`src/rtl/cirq_pkg.sv`:
```
package cirq_pkg;
    localparam int SRC_W  = 4;   // lines per source bank
    localparam int CTL_W  = 8;   // kept bits of a control register
    localparam int PEND_W = 10;  // status word width
    localparam int SEL_W  = 2;   // core select field width

    localparam int BIT_MBX0 = 4;
    localparam int BIT_GPU  = 8;
    localparam int BIT_PMU  = 9;

    localparam logic [7:0] OFS_GPU_ROUTE = 8'h0C;
    localparam logic [7:0] OFS_PMU_SET   = 8'h10;
    localparam logic [7:0] OFS_PMU_CLR   = 8'h14;

    localparam logic [3:0] GRP_TMR   = 4'h4;
    localparam logic [3:0] GRP_MBX   = 4'h5;
    localparam logic [3:0] GRP_IPEND = 4'h6;
    localparam logic [3:0] GRP_FPEND = 4'h7;

    typedef struct packed {
        logic [SEL_W-1:0] fiq_core;
        logic [SEL_W-1:0] irq_core;
    } gpu_route_t;
endpackage

```
`src/rtl/cirq_steer.sv`:
```
module cirq_steer
    import cirq_pkg::*;
#(
    parameter int NSRC = SRC_W
) (
    input  logic              clk,
    input  logic              rst,
    input  logic [NSRC-1:0]   lines,
    input  logic [2*NSRC-1:0] ctl,
    output logic [NSRC-1:0]   irq_hit,
    output logic [NSRC-1:0]   fiq_hit
);
    logic [NSRC-1:0] irq_en;
    logic [NSRC-1:0] fiq_en;

    assign irq_en = ctl[NSRC-1:0];
    assign fiq_en = ctl[2*NSRC-1:NSRC];

    for (genvar i = 0; i < NSRC; i++) begin : g_src
        always_comb begin
            fiq_hit[i] = lines[i] & fiq_en[i];
            irq_hit[i] = lines[i] & irq_en[i] & ~fiq_en[i];
        end

        // a FIQ enable keeps the source out of IRQ
        a_r3_fiq_wins: assert property (@(posedge clk) disable iff (rst)
            ctl[NSRC+i] |-> !irq_hit[i]);
    end
endmodule

```
`src/rtl/cirq_core_route.sv`:
```
module cirq_core_route
    import cirq_pkg::*;
#(
    parameter int CORE_ID = 0
) (
    input  logic              clk,
    input  logic              rst,
    input  logic [SRC_W-1:0]  tmr_lines,
    input  logic [SRC_W-1:0]  mbx_lines,
    input  logic [CTL_W-1:0]  tmr_ctl,
    input  logic [CTL_W-1:0]  mbx_ctl,
    input  gpu_route_t        gpu_route,
    input  logic              gpu_irq,
    input  logic              gpu_fiq,
    input  logic              pmu_en,
    input  logic              pmu_line,
    output logic [PEND_W-1:0] irq_pend,
    output logic [PEND_W-1:0] fiq_pend,
    output logic              irq_req,
    output logic              fiq_req
);
    localparam logic [SEL_W-1:0] MY_ID = SEL_W'(CORE_ID);

    logic [SRC_W-1:0] t_irq, t_fiq, m_irq, m_fiq;

    cirq_steer #(.NSRC(SRC_W)) u_tmr (
        .clk(clk), .rst(rst), .lines(tmr_lines), .ctl(tmr_ctl),
        .irq_hit(t_irq), .fiq_hit(t_fiq)
    );

    cirq_steer #(.NSRC(SRC_W)) u_mbx (
        .clk(clk), .rst(rst), .lines(mbx_lines), .ctl(mbx_ctl),
        .irq_hit(m_irq), .fiq_hit(m_fiq)
    );

    always_comb begin
        irq_pend = '0;
        fiq_pend = '0;
        irq_pend[SRC_W-1:0]               = t_irq;
        fiq_pend[SRC_W-1:0]               = t_fiq;
        irq_pend[BIT_MBX0+SRC_W-1:BIT_MBX0] = m_irq;
        fiq_pend[BIT_MBX0+SRC_W-1:BIT_MBX0] = m_fiq;
        irq_pend[BIT_GPU] = gpu_irq && (gpu_route.irq_core == MY_ID);
        fiq_pend[BIT_GPU] = gpu_fiq && (gpu_route.fiq_core == MY_ID);
        fiq_pend[BIT_PMU] = pmu_en && pmu_line;
    end

    assign irq_req = |irq_pend;
    assign fiq_req = |fiq_pend;
endmodule

```
`src/rtl/cirq_regs.sv`:
```
module cirq_regs
    import cirq_pkg::*;
#(
    parameter int NCORE  = 4,
    parameter int ADDR_W = 8,
    parameter int DATA_W = 32
) (
    input  logic                          clk,
    input  logic                          rst,
    input  logic                          bus_wr,
    input  logic                          bus_rd,
    input  logic [ADDR_W-1:0]             bus_addr,
    input  logic [DATA_W-1:0]             bus_wdata,
    output logic [DATA_W-1:0]             bus_rdata,
    input  logic [NCORE-1:0][PEND_W-1:0]  irq_pend,
    input  logic [NCORE-1:0][PEND_W-1:0]  fiq_pend,
    output logic [NCORE-1:0][CTL_W-1:0]   tmr_ctl,
    output logic [NCORE-1:0][CTL_W-1:0]   mbx_ctl,
    output gpu_route_t                    gpu_route,
    output logic [NCORE-1:0]              pmu_en
);
    localparam int ROUTE_W = 2 * SEL_W;

    logic [DATA_W-1:0] rd_mux;
    logic [DATA_W-1:0] unused_wdata;

    assign unused_wdata = bus_wdata;

    function automatic logic [ADDR_W-1:0] reg_ofs(input logic [3:0] grp, input int core);
        return ADDR_W'({grp, 4'(core * 4)});
    endfunction

    // write side
    always_ff @(posedge clk) begin
        if (rst) begin
            tmr_ctl   <= '0;
            mbx_ctl   <= '0;
            gpu_route <= '0;
            pmu_en    <= '0;
        end else if (bus_wr) begin
            if (bus_addr == OFS_GPU_ROUTE)
                gpu_route <= gpu_route_t'(bus_wdata[ROUTE_W-1:0]);
            if (bus_addr == OFS_PMU_SET)
                pmu_en <= pmu_en | bus_wdata[NCORE-1:0];
            if (bus_addr == OFS_PMU_CLR)
                pmu_en <= pmu_en & ~bus_wdata[NCORE-1:0];
            for (int c = 0; c < NCORE; c++) begin
                if (bus_addr == reg_ofs(GRP_TMR, c))
                    tmr_ctl[c] <= bus_wdata[CTL_W-1:0];
                if (bus_addr == reg_ofs(GRP_MBX, c))
                    mbx_ctl[c] <= bus_wdata[CTL_W-1:0];
            end
        end
    end

    // read side
    always_comb begin
        rd_mux = '0;
        if (bus_addr == OFS_GPU_ROUTE)
            rd_mux[ROUTE_W-1:0] = gpu_route;
        if (bus_addr == OFS_PMU_SET || bus_addr == OFS_PMU_CLR)
            rd_mux[NCORE-1:0] = pmu_en;
        for (int c = 0; c < NCORE; c++) begin
            if (bus_addr == reg_ofs(GRP_TMR, c))   rd_mux[CTL_W-1:0]  = tmr_ctl[c];
            if (bus_addr == reg_ofs(GRP_MBX, c))   rd_mux[CTL_W-1:0]  = mbx_ctl[c];
            if (bus_addr == reg_ofs(GRP_IPEND, c)) rd_mux[PEND_W-1:0] = irq_pend[c];
            if (bus_addr == reg_ofs(GRP_FPEND, c)) rd_mux[PEND_W-1:0] = fiq_pend[c];
        end
    end

    always_ff @(posedge clk) begin
        if (rst)
            bus_rdata <= '0;
        else if (bus_rd)
            bus_rdata <= rd_mux;
    end

    // enables are clear in the first cycle after reset
    a_r1_reset_clear: assert property (@(posedge clk) disable iff (rst)
        $past(rst) |-> (tmr_ctl == '0 && mbx_ctl == '0 && pmu_en == '0));

    // set port raises every written one
    a_r7_pmu_set: assert property (@(posedge clk) disable iff (rst)
        (bus_wr && bus_addr == OFS_PMU_SET) |=>
            ((pmu_en & $past(bus_wdata[NCORE-1:0])) == $past(bus_wdata[NCORE-1:0])));

    // clear port drops every written one
    a_r7_pmu_clr: assert property (@(posedge clk) disable iff (rst)
        (bus_wr && bus_addr == OFS_PMU_CLR) |=>
            ((pmu_en & $past(bus_wdata[NCORE-1:0])) == '0));
endmodule

```
`src/rtl/core_irq_router.sv`:
```
module core_irq_router
    import cirq_pkg::*;
#(
    parameter int NCORE  = 4,
    parameter int ADDR_W = 8,
    parameter int DATA_W = 32
) (
    input  logic                   clk,
    input  logic                   rst,
    input  logic                   bus_wr,
    input  logic                   bus_rd,
    input  logic [ADDR_W-1:0]      bus_addr,
    input  logic [DATA_W-1:0]      bus_wdata,
    output logic [DATA_W-1:0]      bus_rdata,
    input  logic [NCORE*SRC_W-1:0] timer_lines,
    input  logic [NCORE*SRC_W-1:0] mbox_lines,
    input  logic [NCORE-1:0]       pmu_lines,
    input  logic                   gpu_irq,
    input  logic                   gpu_fiq,
    output logic [NCORE-1:0]       core_irq,
    output logic [NCORE-1:0]       core_fiq
);
    logic [NCORE-1:0][CTL_W-1:0]  tmr_ctl;
    logic [NCORE-1:0][CTL_W-1:0]  mbx_ctl;
    logic [NCORE-1:0][PEND_W-1:0] irq_pend;
    logic [NCORE-1:0][PEND_W-1:0] fiq_pend;
    logic [NCORE-1:0]             pmu_en;
    logic [NCORE-1:0]             gpu_irq_seen;
    logic [NCORE-1:0]             pmu_irq_bit;
    gpu_route_t                   gpu_route;

    cirq_regs #(.NCORE(NCORE), .ADDR_W(ADDR_W), .DATA_W(DATA_W)) u_regs (
        .clk(clk), .rst(rst),
        .bus_wr(bus_wr), .bus_rd(bus_rd), .bus_addr(bus_addr),
        .bus_wdata(bus_wdata), .bus_rdata(bus_rdata),
        .irq_pend(irq_pend), .fiq_pend(fiq_pend),
        .tmr_ctl(tmr_ctl), .mbx_ctl(mbx_ctl),
        .gpu_route(gpu_route), .pmu_en(pmu_en)
    );

    for (genvar c = 0; c < NCORE; c++) begin : g_core
        cirq_core_route #(.CORE_ID(c)) u_route (
            .clk(clk), .rst(rst),
            .tmr_lines(timer_lines[c*SRC_W +: SRC_W]),
            .mbx_lines(mbox_lines[c*SRC_W +: SRC_W]),
            .tmr_ctl(tmr_ctl[c]), .mbx_ctl(mbx_ctl[c]),
            .gpu_route(gpu_route), .gpu_irq(gpu_irq), .gpu_fiq(gpu_fiq),
            .pmu_en(pmu_en[c]), .pmu_line(pmu_lines[c]),
            .irq_pend(irq_pend[c]), .fiq_pend(fiq_pend[c]),
            .irq_req(core_irq[c]), .fiq_req(core_fiq[c])
        );
        assign gpu_irq_seen[c] = irq_pend[c][BIT_GPU];
        assign pmu_irq_bit[c]  = irq_pend[c][BIT_PMU];
    end

    // the graphics IRQ lands on one core at most
    a_r5_gpu_single: assert property (@(posedge clk) disable iff (rst)
        $onehot0(gpu_irq_seen));

    // performance-monitor never shows as IRQ
    a_r8_pmu_never_irq: assert property (@(posedge clk) disable iff (rst)
        pmu_irq_bit == '0);
endmodule

```
`config.mk`:
```
export PLATFORM = sky130hd
export DESIGN_NAME = core_irq_router
export DESIGN_NICKNAME = d
export VERILOG_FILES = /design/src/rtl/cirq_pkg.sv /design/src/rtl/cirq_steer.sv /design/src/rtl/cirq_core_route.sv /design/src/rtl/cirq_regs.sv /design/src/rtl/core_irq_router.sv
export SDC_FILE = /design/constraint.sdc
export NUM_CORES = 1
export LEC_CHECK = 0
export CAP_MARGIN = 10
export CORE_ASPECT_RATIO = 1.75
export CORE_MARGIN = 2
export CORE_UTILIZATION = 47
export CTS_CLUSTER_DIAMETER = 120
export CTS_CLUSTER_SIZE = 10
export DETAILED_ROUTE_END_ITERATION = 6
export HOLD_SLACK_MARGIN = 0.15
export PLACE_DENSITY = 0.74
export RECOVER_POWER = 25
export SLEW_MARGIN = 30
export SYNTH_ARGS = -nofsm -noshare
export SYNTH_HDL_FRONTEND = slang
export SYNTH_SLANG_ARGS = --single-unit
```
`constraint.sdc`:
```
create_clock -name clk -period 2 [get_ports clk]
set_input_delay 0.2 -clock clk [delete_from_list [all_inputs] [get_ports clk]]
set_output_delay 0.2 -clock clk [all_outputs]
set_load 0.05 [all_outputs]
```
==> results.yml <==
status:
  outcome: "complete, but fails checks"
  violations: "negative setup slack"
critical_path:
  worstSetupEndpointType: "output pin"
  cp_top_family: "simple AND/OR/NAND/NOR gates"
  cp.arrival_ns: 1.87
  path_cells: "nand3b_1 > o21ai_2 > nor4b_2 > o2111ai_1 > buf_4"
  cp_slowest_cell: "dfxtp_1"
  cp_max_fo: 3
  worst-setup-path-type: "reg2out"
  required_ns: 1.80
  path_buf_inv: 1
  start_kind: "flip-flop"
  crit_path_max_incr_delay_ns: 0.33
clock_network:
  cts_tree: "built"
  clock_sinks: 82
  root_buffer: "clkbuf_16"
  cts_buffer_depth: 2
  cts_buffers: 9
  path_clk_slew_ns: 0.07
  htreeDepth: 3
  insertion_delay_ns: 0.35
timing:
  rsz0062_at_grt: "yes"
  setup_violations: 3
  fin_tns_setup_ns: -0.0857
  post-route-period-util: 1.03
  slew_headroom: 0.521
  period_minus_slack_ns: 2.07
  hold_viol: 0
  timing.final.ws_setup_ns: -0.0668
  worst_pin_slew_ns: 0.717
  drv_slew: 0
  clock.fmax_mhz: 484
  worst_clock_skew_ns: 0.00654
place:
  post-dp-hpwl_um: 20500
  port_buffers: 75
  post-place-ws_ns: -0.544
  gp_congestion: 1.12
yosys:
  syn_area_sq_mm: 0.00574
  ys_seq_elements: 82
  ys_async_sr_fraction: 0
  synth.distinct_cells: 69
  syn_area_per_cell_sq_um: 7.60
  synth_edf_count: 0
  synth_seq_area_share: 0.286
  ys.flop_type: "dfxtp_1"
  syn-instance-count: 756
  yosysWarnings: 0
grt:
  antenna_found_initial: 0
  grt_max_degree: 28
  grt.met3_usage: 0.0784
  busiest_layer: "met2"
  grt_pass1_vias: 6588
  grt_pass1_wl_um: 38700
  gr-usage-met2: 0.663
  met1_usage: 0.435
  grtUsageTotal: 0.402
  grt_overflow: 0
pwr:
  ir_drop_mv: 0.432
  total_power_uw: 4300
  powerDensity_mw_per_mm2: 553
  p_leak_uw: 0.00337
drt:
  first_pass_iters: 5
  drt_iter0_markers: 540
  dr_total_vias: 6857
  wl_per_cell_um: 24.9
  viasPerCell: 6.38
  drcViolationCount: 0
  drt.antenna.violating_nets: 0
  wl_um: 26800
floorplan:
  io_pins: 122
  dieHeight_um: 150
  dieArea_sq_mm: 0.0132
  start_util: 0.479
  core_area_sq_mm: 0.0120
  rows: 53
  die_w_um: 87.6
final_layout:
  utilization: 0.649
  antenna_cells: 0
  drive_gt1_frac: 0.197
  layout.nets: 987
  synthToLayoutAreaGrowth_pct: 35.5
  fillers: 1082
worst_hold_path:
  hold_class: "in2reg"
job:
  maxCapViolations: 0
-- sequential cells by signal (all words and copies together) (netlist names), named ones only --
name,count
u_regs.mbx_ctl,32
u_regs.gpu_route,4
u_regs.bus_rdata,10
u_regs.tmr_ctl,32
-- per-layer routing --
layer / wire length [um] / part of all wire
met1: 9280 / 0.35
met2: 12900 / 0.48
met3: 2000 / 0.075
met4: 2610 / 0.097
met5: 0 / 0
-- repair_timing --
| item | in CTS | in global routing |
|---|---|---|
| setup endpoints to repair | 10 | 13 |
| setup buffers | 1 | 1 |
| gates resized for setup | 20 | 32 |
| pin swaps | 9 | 10 |
| hold buffers | 0 | 0 |
| gates cloned | 0 | 2 |
-- where the power goes --
group	leakage (uW)	internal (uW)	switching [uW]	total [uW]
clock	0.000157	1140	740	1880
combinational	0.00255	297	486	783
sequential	0.000664	1640	6.09	1640
total	0.00337	3070	1230	4300
-- path summary, 6_finish.rpt --
path	from	end	slack, ns	cells after the start
worst max-delay path	u_regs.mbx_ctl[21]$_SDFFE_PP0P_	core_irq[2]	-0.07	5
worst min-delay path	rst	u_regs.mbx_ctl[5]$_SDFFE_PP0P_	0.32	2
worst max register to register	u_regs.tmr_ctl[6]$_SDFFE_PP0P_	u_regs.bus_rdata[2]$_SDFFE_PP0P_	0.22	8
worst min register to register	u_regs.bus_rdata[8]$_SDFFE_PP0P_	u_regs.bus_rdata[8]$_SDFFE_PP0P_	0.50	2
-- kinds of logic (layout without fill, tap and decap cells) --
group,Yosys count,after routing,synth area share
AOI/OAI and AO/OA,192,192,0.222
DFF,82,82,0.286
muxes,60,60,0.105
other,1,22,0.000653
buffers and inverters,93,226,0.0841
xor gates and xnor gates,2,2,0.00305
and+or+nand+nor,326,326,0.300
-- through the flow --
step | instance area (sq um) | std cells | hold slack, ns
floorplan | 5820 | 777 | 0.405
global route | 7780 | 1075 | 0.314
CTS | 7680 | 1072 | 0.300
detailed placement | 7300 | 1055 | 0.488
finish | 7780 | 1075 | 0.316
global placement | 7300 | 1055 | 0.477
-- worst register-to-register path, stage by stage (launching register included) --
cell	delay, ns
dfxtp_1	0.35
nand3b_1	0.27
buf_4	0.20
nand2_1	0.05
o21ai_0	0.07
a222oi_1	0.37
buf_4	0.18
a211oi_1	0.05
o22ai_1	0.17
-- synthesized netlist by cell type, types with 6 or more instances --
cell | number | share of area
o21ai_0 | 41 | 0.036
a311oi_1 | 9 | 0.014
a22oi_1 | 6 | 0.0078
mux2i_1 | 60 | 0.10
a211oi_1 | 7 | 0.0091
a31oi_1 | 13 | 0.014
buf_2 | 11 | 0.0096
nand3b_1 | 26 | 0.034
and2_1 | 7 | 0.0076
dfxtp_1 | 82 | 0.29
o21bai_1 | 6 | 0.0078
nor2b_1 | 8 | 0.0087
and3_1 | 6 | 0.0065
o2111ai_1 | 7 | 0.011
nand2b_1 | 9 | 0.0098
nand3_1 | 39 | 0.034
a22o_1 | 6 | 0.0091
inv_1 | 10 | 0.0065
a21oi_1 | 40 | 0.035
nand4_1 | 10 | 0.011
clkbuf_1 | 38 | 0.025
o22ai_1 | 14 | 0.015
nand2_1 | 78 | 0.051
buf_4 | 30 | 0.039
nor3_1 | 11 | 0.0096
nor2_1 | 95 | 0.062
-- layout make-up --
class / instances / area [sq um] / area share
clock buffers: 11 / 243 / 0.0312
multi-input cells: 602 / 3810 / 0.490
inverters: 10 / 37.5 / 0.00482
repair buffers: 200 / 1750 / 0.225
flip-flops and latches: 82 / 1650 / 0.212
well taps: 165 / 206 / 0.0265
clock inverters: 5 / 85.1 / 0.0109
-- cell usage in the layout, fill, tap and decap left out, types with 4 or more instances in the layout --
cell,netlist,routed
buf_4,30,111
nor2_1,95,93
nand2_1,78,78
dfxtp_1,82,77
mux2i_1,60,60
clkdlybuf4s50_1,0,58
a21oi_1,40,40
nand3_1,39,39
o21ai_0,41,35
nand3b_1,26,26
conb_1,1,22
o22ai_1,14,14
a31oi_1,13,13
nor3_1,11,11
nand4_1,10,10
inv_1,10,10
clkbuf_16,0,10
a311oi_1,9,9
nor2b_1,8,8
nand2b_1,9,8
clkbuf_1,38,8
a211oi_1,7,7
and2_1,7,7
buf_12,0,7
a22o_1,6,6
o2111ai_1,7,6
and3_1,6,6
o21bai_1,6,6
o21ai_1,3,6
a222oi_1,5,5
a22oi_1,6,5
nor4_1,5,5
o221ai_1,5,5
nor3b_1,5,4
a32oi_1,4,4
dlymetal6s2s_1,0,4
clkbuf_2,0,4
dfxtp_2,0,4
No activity file was read; power rests on OpenSTA's default activity.
